==> src/rtl/tlb_pkg.sv <==
package tlb_pkg;
  localparam int RINGS = 4;

  typedef enum logic [1:0] {
    ACC_LOAD  = 2'd0,
    ACC_STORE = 2'd1,
    ACC_FETCH = 2'd2
  } acc_kind_e;

  typedef enum logic [3:0] {
    C_OK         = 4'd0,
    C_IMISS      = 4'd1,
    C_DMISS      = 4'd2,
    C_IMULTI     = 4'd3,
    C_DMULTI     = 4'd4,
    C_IPRIV      = 4'd5,
    C_DPRIV      = 4'd6,
    C_FETCH_DENY = 4'd7,
    C_LOAD_DENY  = 4'd8,
    C_STORE_DENY = 4'd9
  } cause_e;

  typedef enum logic [2:0] {
    CP_NONE    = 3'd0,
    CP_BYPASS  = 3'd1,
    CP_WB      = 3'd2,
    CP_WT      = 3'd3,
    CP_ISOLATE = 3'd4
  } cache_e;

  typedef struct packed {
    logic x;
    logic w;
    logic r;
  } rights_t;
endpackage

==> src/rtl/tlb_attr_dec.sv <==
module tlb_attr_dec
  import tlb_pkg::*;
(
  input  logic [3:0] attr_i,
  output rights_t    rights_o,
  output cache_e     cache_o
);
  always_comb begin
    rights_o = '0;
    cache_o  = CP_NONE;
    if (attr_i < 4'd12) begin
      rights_o.r = 1'b1;
      rights_o.x = attr_i[0];
      rights_o.w = attr_i[1];
      unique case (attr_i[3:2])
        2'd0:    cache_o = CP_BYPASS;
        2'd1:    cache_o = CP_WB;
        2'd2:    cache_o = CP_WT;
        default: cache_o = CP_NONE;
      endcase
    end else if (attr_i == 4'd13) begin
      rights_o.r = 1'b1;
      rights_o.w = 1'b1;
      cache_o    = CP_ISOLATE;
    end
  end
endmodule

==> src/rtl/tlb_ring_find.sv <==
module tlb_ring_find
  import tlb_pkg::*;
#(
  parameter int ASID_W = 8
) (
  input  logic [RINGS*ASID_W-1:0] rasid_i,
  input  logic [ASID_W-1:0]       asid_i,
  output logic                    found_o,
  output logic [1:0]              ring_o
);
  // scan downward so the lowest matching byte wins
  always_comb begin
    found_o = 1'b0;
    ring_o  = '0;
    for (int i = RINGS - 1; i >= 0; i--) begin
      if (asid_i != '0 && rasid_i[i*ASID_W +: ASID_W] == asid_i) begin
        found_o = 1'b1;
        ring_o  = 2'(i);
      end
    end
  end
endmodule

==> src/rtl/tlb_way.sv <==
module tlb_way #(
  parameter int VPN_W  = 20,
  parameter int PPN_W  = 20,
  parameter int ASID_W = 8,
  parameter int DEPTH  = 4,
  parameter int IDX_W  = $clog2(DEPTH)
) (
  input  logic              clk_i,
  input  logic              rst_ni,
  input  logic              we_i,
  input  logic [IDX_W-1:0]  widx_i,
  input  logic [VPN_W-1:0]  wvpn_i,
  input  logic [PPN_W-1:0]  wppn_i,
  input  logic [ASID_W-1:0] wasid_i,
  input  logic [3:0]        wattr_i,
  input  logic [IDX_W-1:0]  ridx_i,
  input  logic [VPN_W-1:0]  rvpn_i,
  output logic              cand_o,
  output logic [PPN_W-1:0]  ppn_o,
  output logic [ASID_W-1:0] asid_o,
  output logic [3:0]        attr_o
);
  logic [VPN_W-1:0]  vpn_q  [DEPTH];
  logic [PPN_W-1:0]  ppn_q  [DEPTH];
  logic [ASID_W-1:0] asid_q [DEPTH];
  logic [3:0]        attr_q [DEPTH];

  always_ff @(posedge clk_i or negedge rst_ni) begin
    if (!rst_ni) begin
      for (int e = 0; e < DEPTH; e++) begin
        vpn_q[e]  <= '0;
        ppn_q[e]  <= '0;
        asid_q[e] <= '0;
        attr_q[e] <= '0;
      end
    end else if (we_i) begin
      vpn_q[widx_i]  <= wvpn_i;
      ppn_q[widx_i]  <= wppn_i;
      asid_q[widx_i] <= wasid_i;
      attr_q[widx_i] <= wattr_i;
    end
  end

  assign cand_o = (asid_q[ridx_i] != '0) && (vpn_q[ridx_i] == rvpn_i);
  assign ppn_o  = ppn_q[ridx_i];
  assign asid_o = asid_q[ridx_i];
  assign attr_o = attr_q[ridx_i];
endmodule

==> src/rtl/tlb_xlate.sv <==
module tlb_xlate
  import tlb_pkg::*;
#(
  parameter int VA_W      = 32,
  parameter int PAGE_BITS = 12,
  parameter int NUM_WAYS  = 4,
  parameter int WAY_DEPTH = 4,
  parameter int ASID_W    = 8,
  localparam int WAY_W    = $clog2(NUM_WAYS),
  localparam int PPN_W    = VA_W - PAGE_BITS,
  localparam int RAS_W    = RINGS * ASID_W
) (
  input  logic              clk_i,
  input  logic              rst_ni,
  input  logic              rasid_we_i,
  input  logic [RAS_W-1:0]  rasid_i,
  output logic [RAS_W-1:0]  rasid_o,
  input  logic              wr_en_i,
  input  logic              wr_refill_i,
  input  logic [WAY_W-1:0]  wr_way_i,
  input  logic [VA_W-1:0]   wr_vaddr_i,
  input  logic [PPN_W-1:0]  wr_ppn_i,
  input  logic [ASID_W-1:0] wr_asid_i,
  input  logic [3:0]        wr_attr_i,
  input  logic [VA_W-1:0]   wr_pte_i,
  input  logic              req_valid_i,
  input  logic [VA_W-1:0]   req_vaddr_i,
  input  logic [1:0]        req_kind_i,
  input  logic [1:0]        req_priv_i,
  output logic              rsp_valid_o,
  output logic [3:0]        rsp_cause_o,
  output logic [VA_W-1:0]   rsp_paddr_o,
  output logic [2:0]        rsp_rights_o,
  output logic [2:0]        rsp_cache_o,
  output logic [1:0]        rsp_ring_o
);
  localparam int IDX_W = $clog2(WAY_DEPTH);
  localparam int VPN_W = VA_W - PAGE_BITS;
  localparam int CNT_W = $clog2(NUM_WAYS + 1);

  // ring register
  logic [RAS_W-1:0] rasid_q;
  always_ff @(posedge clk_i or negedge rst_ni) begin
    if (!rst_ni)         rasid_q <= 32'h0403_0201;
    else if (rasid_we_i) rasid_q <= rasid_i;
  end
  assign rasid_o = rasid_q;

  // write path: direct or round-robin refill
  logic [WAY_W-1:0]  rr_q, rr_nxt, wr_target;
  logic [PPN_W-1:0]  w_ppn;
  logic [ASID_W-1:0] w_asid;
  logic [3:0]        w_attr;
  logic [IDX_W-1:0]  w_idx;
  logic [VPN_W-1:0]  w_vpn;
  logic              unused_low_bits;

  assign rr_nxt    = (rr_q == WAY_W'(NUM_WAYS - 1)) ? '0 : rr_q + 1'b1;
  assign wr_target = wr_refill_i ? rr_nxt : wr_way_i;
  assign w_ppn     = wr_refill_i ? wr_pte_i[VA_W-1:PAGE_BITS] : wr_ppn_i;
  assign w_attr    = wr_refill_i ? wr_pte_i[3:0] : wr_attr_i;
  assign w_asid    = wr_refill_i ? rasid_q[wr_pte_i[5:4]*ASID_W +: ASID_W] : wr_asid_i;
  assign w_idx     = wr_vaddr_i[PAGE_BITS +: IDX_W];
  assign w_vpn     = wr_vaddr_i[VA_W-1:PAGE_BITS];
  assign unused_low_bits = ^{wr_pte_i[PAGE_BITS-1:6], wr_vaddr_i[PAGE_BITS-1:0]};

  always_ff @(posedge clk_i or negedge rst_ni) begin
    if (!rst_ni)                    rr_q <= '0;
    else if (wr_en_i && wr_refill_i) rr_q <= rr_nxt;
  end

  // parallel lookup over all ways
  logic [IDX_W-1:0]  r_idx;
  logic [VPN_W-1:0]  r_vpn;
  logic [NUM_WAYS-1:0] cand, found, hit;
  logic [PPN_W-1:0]  way_ppn  [NUM_WAYS];
  logic [ASID_W-1:0] way_asid [NUM_WAYS];
  logic [3:0]        way_attr [NUM_WAYS];
  logic [1:0]        way_ring [NUM_WAYS];

  assign r_idx = req_vaddr_i[PAGE_BITS +: IDX_W];
  assign r_vpn = req_vaddr_i[VA_W-1:PAGE_BITS];

  for (genvar w = 0; w < NUM_WAYS; w++) begin : g_way
    tlb_way #(
      .VPN_W (VPN_W), .PPN_W (PPN_W), .ASID_W(ASID_W),
      .DEPTH (WAY_DEPTH), .IDX_W(IDX_W)
    ) u_way (
      .clk_i  (clk_i),
      .rst_ni (rst_ni),
      .we_i   (wr_en_i && (wr_target == WAY_W'(w))),
      .widx_i (w_idx),
      .wvpn_i (w_vpn),
      .wppn_i (w_ppn),
      .wasid_i(w_asid),
      .wattr_i(w_attr),
      .ridx_i (r_idx),
      .rvpn_i (r_vpn),
      .cand_o (cand[w]),
      .ppn_o  (way_ppn[w]),
      .asid_o (way_asid[w]),
      .attr_o (way_attr[w])
    );

    tlb_ring_find #(.ASID_W(ASID_W)) u_ring (
      .rasid_i(rasid_q),
      .asid_i (way_asid[w]),
      .found_o(found[w]),
      .ring_o (way_ring[w])
    );

    assign hit[w] = cand[w] & found[w];
  end

  logic [CNT_W-1:0] hit_cnt;
  logic [PPN_W-1:0] sel_ppn;
  logic [3:0]       sel_attr;
  logic [1:0]       sel_ring;

  always_comb begin
    hit_cnt  = '0;
    sel_ppn  = '0;
    sel_attr = '0;
    sel_ring = '0;
    for (int w = 0; w < NUM_WAYS; w++) begin
      if (hit[w]) begin
        hit_cnt  = hit_cnt + 1'b1;
        sel_ppn  = way_ppn[w];
        sel_attr = way_attr[w];
        sel_ring = way_ring[w];
      end
    end
  end

  rights_t dec_rights, eff_rights;
  cache_e  dec_cache;

  tlb_attr_dec u_dec (
    .attr_i  (sel_attr),
    .rights_o(dec_rights),
    .cache_o (dec_cache)
  );

  logic    is_fetch, granted;
  cause_e  n_cause;

  assign is_fetch = (req_kind_i == ACC_FETCH);

  always_comb begin
    eff_rights = dec_rights;
    if (is_fetch) begin
      eff_rights.r = 1'b0;
      eff_rights.w = 1'b0;
    end else begin
      eff_rights.x = 1'b0;
    end
    unique case (req_kind_i)
      ACC_LOAD:  granted = eff_rights.r;
      ACC_STORE: granted = eff_rights.w;
      ACC_FETCH: granted = eff_rights.x;
      default:   granted = 1'b0;
    endcase

    if (hit_cnt == '0)                  n_cause = is_fetch ? C_IMISS  : C_DMISS;
    else if (hit_cnt > CNT_W'(1))       n_cause = is_fetch ? C_IMULTI : C_DMULTI;
    else if (sel_ring < req_priv_i)     n_cause = is_fetch ? C_IPRIV  : C_DPRIV;
    else if (!granted) begin
      if (is_fetch)                     n_cause = C_FETCH_DENY;
      else if (req_kind_i == ACC_STORE) n_cause = C_STORE_DENY;
      else                              n_cause = C_LOAD_DENY;
    end else                            n_cause = C_OK;
  end

  // registered response
  always_ff @(posedge clk_i or negedge rst_ni) begin
    if (!rst_ni) begin
      rsp_valid_o  <= 1'b0;
      rsp_cause_o  <= '0;
      rsp_paddr_o  <= '0;
      rsp_rights_o <= '0;
      rsp_cache_o  <= '0;
      rsp_ring_o   <= '0;
    end else begin
      rsp_valid_o <= req_valid_i;
      rsp_cause_o <= n_cause;
      if (n_cause == C_OK) begin
        rsp_paddr_o  <= {sel_ppn, req_vaddr_i[PAGE_BITS-1:0]};
        rsp_rights_o <= eff_rights;
        rsp_cache_o  <= dec_cache;
        rsp_ring_o   <= sel_ring;
      end else begin
        rsp_paddr_o  <= '0;
        rsp_rights_o <= '0;
        rsp_cache_o  <= '0;
        rsp_ring_o   <= '0;
      end
    end
  end
endmodule

==> config.mk <==
export PLATFORM = sky130hd
export DESIGN_NAME = tlb_xlate
export DESIGN_NICKNAME = d
export VERILOG_FILES = /design/src/rtl/tlb_pkg.sv /design/src/rtl/tlb_attr_dec.sv /design/src/rtl/tlb_ring_find.sv /design/src/rtl/tlb_way.sv /design/src/rtl/tlb_xlate.sv
export SDC_FILE = /design/constraint.sdc
export NUM_CORES = 2
export LEC_CHECK = 0
export BUFFER_PORTS_ARGS = -buffer_cell sky130_fd_sc_hd__buf_2
export CAP_MARGIN = 15
export CORE_AREA = 3 3 313 315
export CTS_CLUSTER_DIAMETER = 50
export DETAILED_ROUTE_END_ITERATION = 8
export DIE_AREA = 0 0 316 318
export PLACE_DENSITY_LB_ADDON = 0.3
export SYNTH_ARGS = -nofsm -noshare
export SYNTH_HDL_FRONTEND = slang
export SYNTH_SLANG_ARGS = --single-unit
export TNS_END_PERCENT = 50
==> constraint.sdc <==
create_clock -name clk_i -period 5.98 [get_ports clk_i]
set_clock_uncertainty 0.05 [all_clocks]
set_input_delay 0.598 -clock clk_i [delete_from_list [all_inputs] [get_ports clk_i]]
set_output_delay 0.598 -clock clk_i [all_outputs]
set_load 0.03 [all_outputs]
==> metrics.csv <==
stage,metric,value,unit
placed_design,Cell Count Post-Placement,4979,
clocking,clk buf depth,3,
timing,Max Clock Freq,180,MHz
power_and_ir_drop,Int Pwr,16.6,mW
drt,DRC,0,
power_and_ir_drop,Switching Fraction,0.303,
critical_path,Worst Setup End Kind,flip-flop,
synthesis,Synth Instances,3632,
clocking,CTS clock-pin slew for the worst setup and hold paths,0.06,ns
critical_path,critical-path cell list,mux4_2 -> xnor2_1 -> buf_4 -> nand4_1 -> nor4_1 -> or4b_2 -> nor2_2 -> inv_1 -> ha_1 -> or4_1 -> o21ai_0 -> ha_2 -> inv_1 -> o41ai_1 -> o21bai_1 -> or3_4 -> buf_4 -> nor4_2,
timing,RSZ-0062 raised after global routing,no,
clocking,TritonCTS Sinks,911,
floorplanning,Die Wd,316,um
critical_path,crit-path max FO,35,
clocking,clock latency on the worst-skew pair,0.68,ns
synthesis,syn_nets,3816,
final_layout,final std cells w/o fill,5190,
clocking,root buf cell,clkbuf_16,
critical_path,kind of critical path,flip-flop to flip-flop,
synthesis,post-synthesis async set-or-reset flop share,1.00,
power_and_ir_drop,sequential share of power,0.434,
synthesis,sequential-to-total area share from yosys stat,0.533,
grt,GRT overflow,0,
drt,wire per inst,22.3,um
critical_path,Worst path slowest cell,or4b_2,
grt,vias in the first global route,29600,
critical_path,max incr delay on CP,0.75,ns
synthesis,Yosys cell types,80,
grt,pin count of the biggest net entering global routing,165,
floorplanning,Initial Utilization,0.450,
status,status,"finished, final reports clean",
drt,Post-DRT Antenna Nets,0,
timing,Final Hold Viols,0,
timing,slew margin rel.,0.185,
timing,"Slew Viols, Final",0,
clocking,CTS buffer count,107,
synthesis,YS warnings,0,
critical_path,critical path data arrival time,6.08,ns
critical_path,WP data required,6.51,ns
flow_run,MaxCap Viol Count,0,
final_layout,Finished Cell Area,49700,sq um
clocking,post-CTS setup buffer count,0,
timing,setup violators final,0,
placed_design,Port Buffers,230,
power_and_ir_drop,Psw,7.22,mW
drt,met2 routed WL,53000,um
synthesis,Syn Area/Cell,11.8,sq um
synthesis,cell area after synthesis,42800,sq um
timing,min cycle time layout,5.55,ns
critical_path,Startpoint Class,flip-flop,
final_layout,nets,4014,
drt,met1 WL,51900,um
floorplanning,number of core rows,113,
clocking,CTS tree,yes,
floorplanning,Die Height,318,um
synthesis,Seq cells post-synth,911,
drt,via/cell ratio,5.65,
placed_design,Placed Instance Area,45900,sq um
drt,drt pass-1 iters,5,
power_and_ir_drop,Max IR drop VDD,0.296,mV
drt,Iter 0 DRT Violations,2479,
synthesis,"EDFF count, synth",0,
power_and_ir_drop,Comb pwr share,0.278,
grt,Total GRT Usage,0.232,
floorplanning,Core ar.,95200,sq um
min_path,worst hold path type,primary input to flip-flop,
final_layout,share of cells above drive strength 1,0.304,
drt,vias,29300,
final_layout,P&R area growth vs syn,16.2,%
floorplanning,I/O pin count,249,
grt,antenna violations before repair,12,
placed_design,Routability Congestion,0.932,
timing,Tcrit/Tclk final,0.928,
drt,metal3 WL,8040,um
power_and_ir_drop,Pleak,21.7,nW
power_and_ir_drop,clock network power share,0.288,
power_and_ir_drop,power density cells,478,nW/um^2
floorplanning,die outline area,100000,sq um
synthesis,Main synth FF type,dfrtp_1,
clocking,H-tree depth,3,
placed_design,DP Wirelength,73400,um
drt,final wirelength,116000,um
drt,top routing layer in use,met5,
grt,first-pass GRT wire length,180000,um
timing,Slew @ Worst Pin,1.22,ns
[cell families (layout without fill, tap and decap cells)]
logic type,count (synthesis),in the layout,synth area share
XOR/XNOR,202,202,0.0413
other,0,5,0
flip-flops,911,911,0.533
adder cells (fa/ha/maj),12,12,0.00351
AND/OR/NAND/NOR,863,863,0.0949
AO/OA/AOI/OAI,635,635,0.0802
multiplexers,608,608,0.209
buffers and inverters,401,689,0.0387
[per-stage QoR]
| stage | worst slack [ns] | util | power, mW | TNS, ns | hold slack [ns] |
|---|---|---|---|---|---|
| detailed placement | -0.350 | 0.482 | 17.0 | -12.59 | 0.402 |
| floorplan | 0.00128 | - | 15.0 | 0 | 0.252 |
| CTS | 0.353 | 0.522 | 23.9 | 0 | 0.0441 |
| global placement | -0.290 | 0.482 | 16.7 | -10.55 | 0.400 |
| global route | 0.113 | 0.523 | 25.2 | 0 | 0.0643 |
| finish | 0.428 | 0.523 | 23.8 | 0 | 0.0907 |
[layout make-up]
type	count	area, sq um
clock inverter	53	713
sequential	911	22800
tap	1265	1580
inverter	72	270
fill	8237	45400
clock buffer	146	3070
timing repair buffer	418	2760
multi-input combinational	2320	18500
antenna	5	12.5
[power groups by stage]
stage          Clock, mW  Combinational (mW)  Sequential, mW
3_5_place_dp           0                6.61            10.4
5_1_grt             7.26                7.34            10.7
6_report            6.85                6.61            10.3
2_1_floorplan          0                5.05            9.93
3_3_place_gp           0                6.40            10.3
4_1_cts             6.97                6.64            10.3
[cells in the final DEF, fill, tap and decap left out, drive strengths merged, types with 4 or more instances in the layout]
master,n
nand2,338
o21ai,318
nor4,28
a21oi,239
nand3,17
mux2,327
o22ai,22
xor2,11
clkinv,23
or2,14
nand3b,5
nor3,33
buf,416
nand4,53
or3,6
a32oi,4
dfstp,5
nand4b,4
nor3b,6
inv,84
and2,12
bufinv,12
nor2,263
clkbuf,146
nand2b,16
and3,4
or4,20
nor4b,24
clkinvlp,6
o31ai,6
ha,12
nor2b,14
mux2i,86
xnor2,191
dfrtp,906
a311oi,6
diode,5
mux4,195
[Yosys cell counts, types with 52 or more instances]
| library cell | number | area share |
|---|---|---|
| dfrtp_1 | 906 | 0.53 |
| nand2_1 | 338 | 0.030 |
| mux2_2 | 327 | 0.086 |
| o21ai_0 | 318 | 0.037 |
| nor2_1 | 261 | 0.023 |
| a21oi_1 | 239 | 0.028 |
| clkbuf_1 | 232 | 0.020 |
| mux4_2 | 195 | 0.10 |
| xnor2_1 | 191 | 0.039 |
| mux2i_1 | 86 | 0.020 |
| inv_1 | 72 | 0.0063 |
| nand4_1 | 53 | 0.0077 |
| buf_1 | 52 | 0.0046 |
[registers in the layout, summed over array words and instances (netlist names)]
| register | flops |
|---|---|
| rsp_rights_o | 3 |
| rsp_ring_o | 2 |
| g_way.u_way.attr_q | 64 |
| rsp_valid_o | 1 |
| rasid_o | 32 |
| g_way.u_way.asid_q | 128 |
| rr_q | 2 |
| rsp_cache_o | 3 |
| rsp_paddr_o | 32 |
| rsp_cause_o | 4 |
| g_way.u_way.vpn_q | 320 |
| g_way.u_way.ppn_q | 320 |
[path summary, 6_finish.rpt]
| kind | startpoint | end | slack, ns | depth (start not counted) |
|---|---|---|---|---|
| setup / recovery | g_way[0].u_way.vpn_q[4]$_DFFE_PN0P_ | rsp_paddr_o[8]$_DFF_PN0_ | 0.43 | 18 |
| hold / removal | req_vaddr_i[4] | rsp_paddr_o[4]$_DFF_PN0_ | 0.09 | 3 |
| setup reg to reg | g_way[0].u_way.vpn_q[4]$_DFFE_PN0P_ | rsp_paddr_o[8]$_DFF_PN0_ | 0.43 | 18 |
| hold reg to reg | g_way[1].u_way.vpn_q[21]$_DFFE_PN0P_ | g_way[1].u_way.vpn_q[21]$_DFFE_PN0P_ | 0.42 | 1 |
| max in group asynchronous | rst_ni | rasid_o[30]$_DFFE_PN0P_ | 3.85 | 3 |
| min in group asynchronous | rst_ni | rsp_paddr_o[22]$_DFF_PN0_ | 0.51 | 2 |
[repair_timing]
item	in CTS	in global routing
hold buffers	2	0
endpoints found under the hold margin	49	0
endpoints found under the setup margin	0	1
resized for setup	0	1
[routing by layer]
metal	track usage	up-vias
li1	-	13200
met1	0.338	15000
met4	0.0659	8
met5	0	-
met2	0.358	893
met3	0.0404	189
[critical path, delay by kind of cell (launching register included)]
family	cells	cell delay, ns
adder cells (fa/ha/maj)	2	0.39
flip-flops	1	0.38
buffers and inverters	4	0.49
multiplexers	1	0.48
AND/OR/NAND/NOR	7	2.85
AO/OA/AOI/OAI	3	0.61
XOR/XNOR	1	0.17
Note: power is estimated with default switching activity, not from simulation.
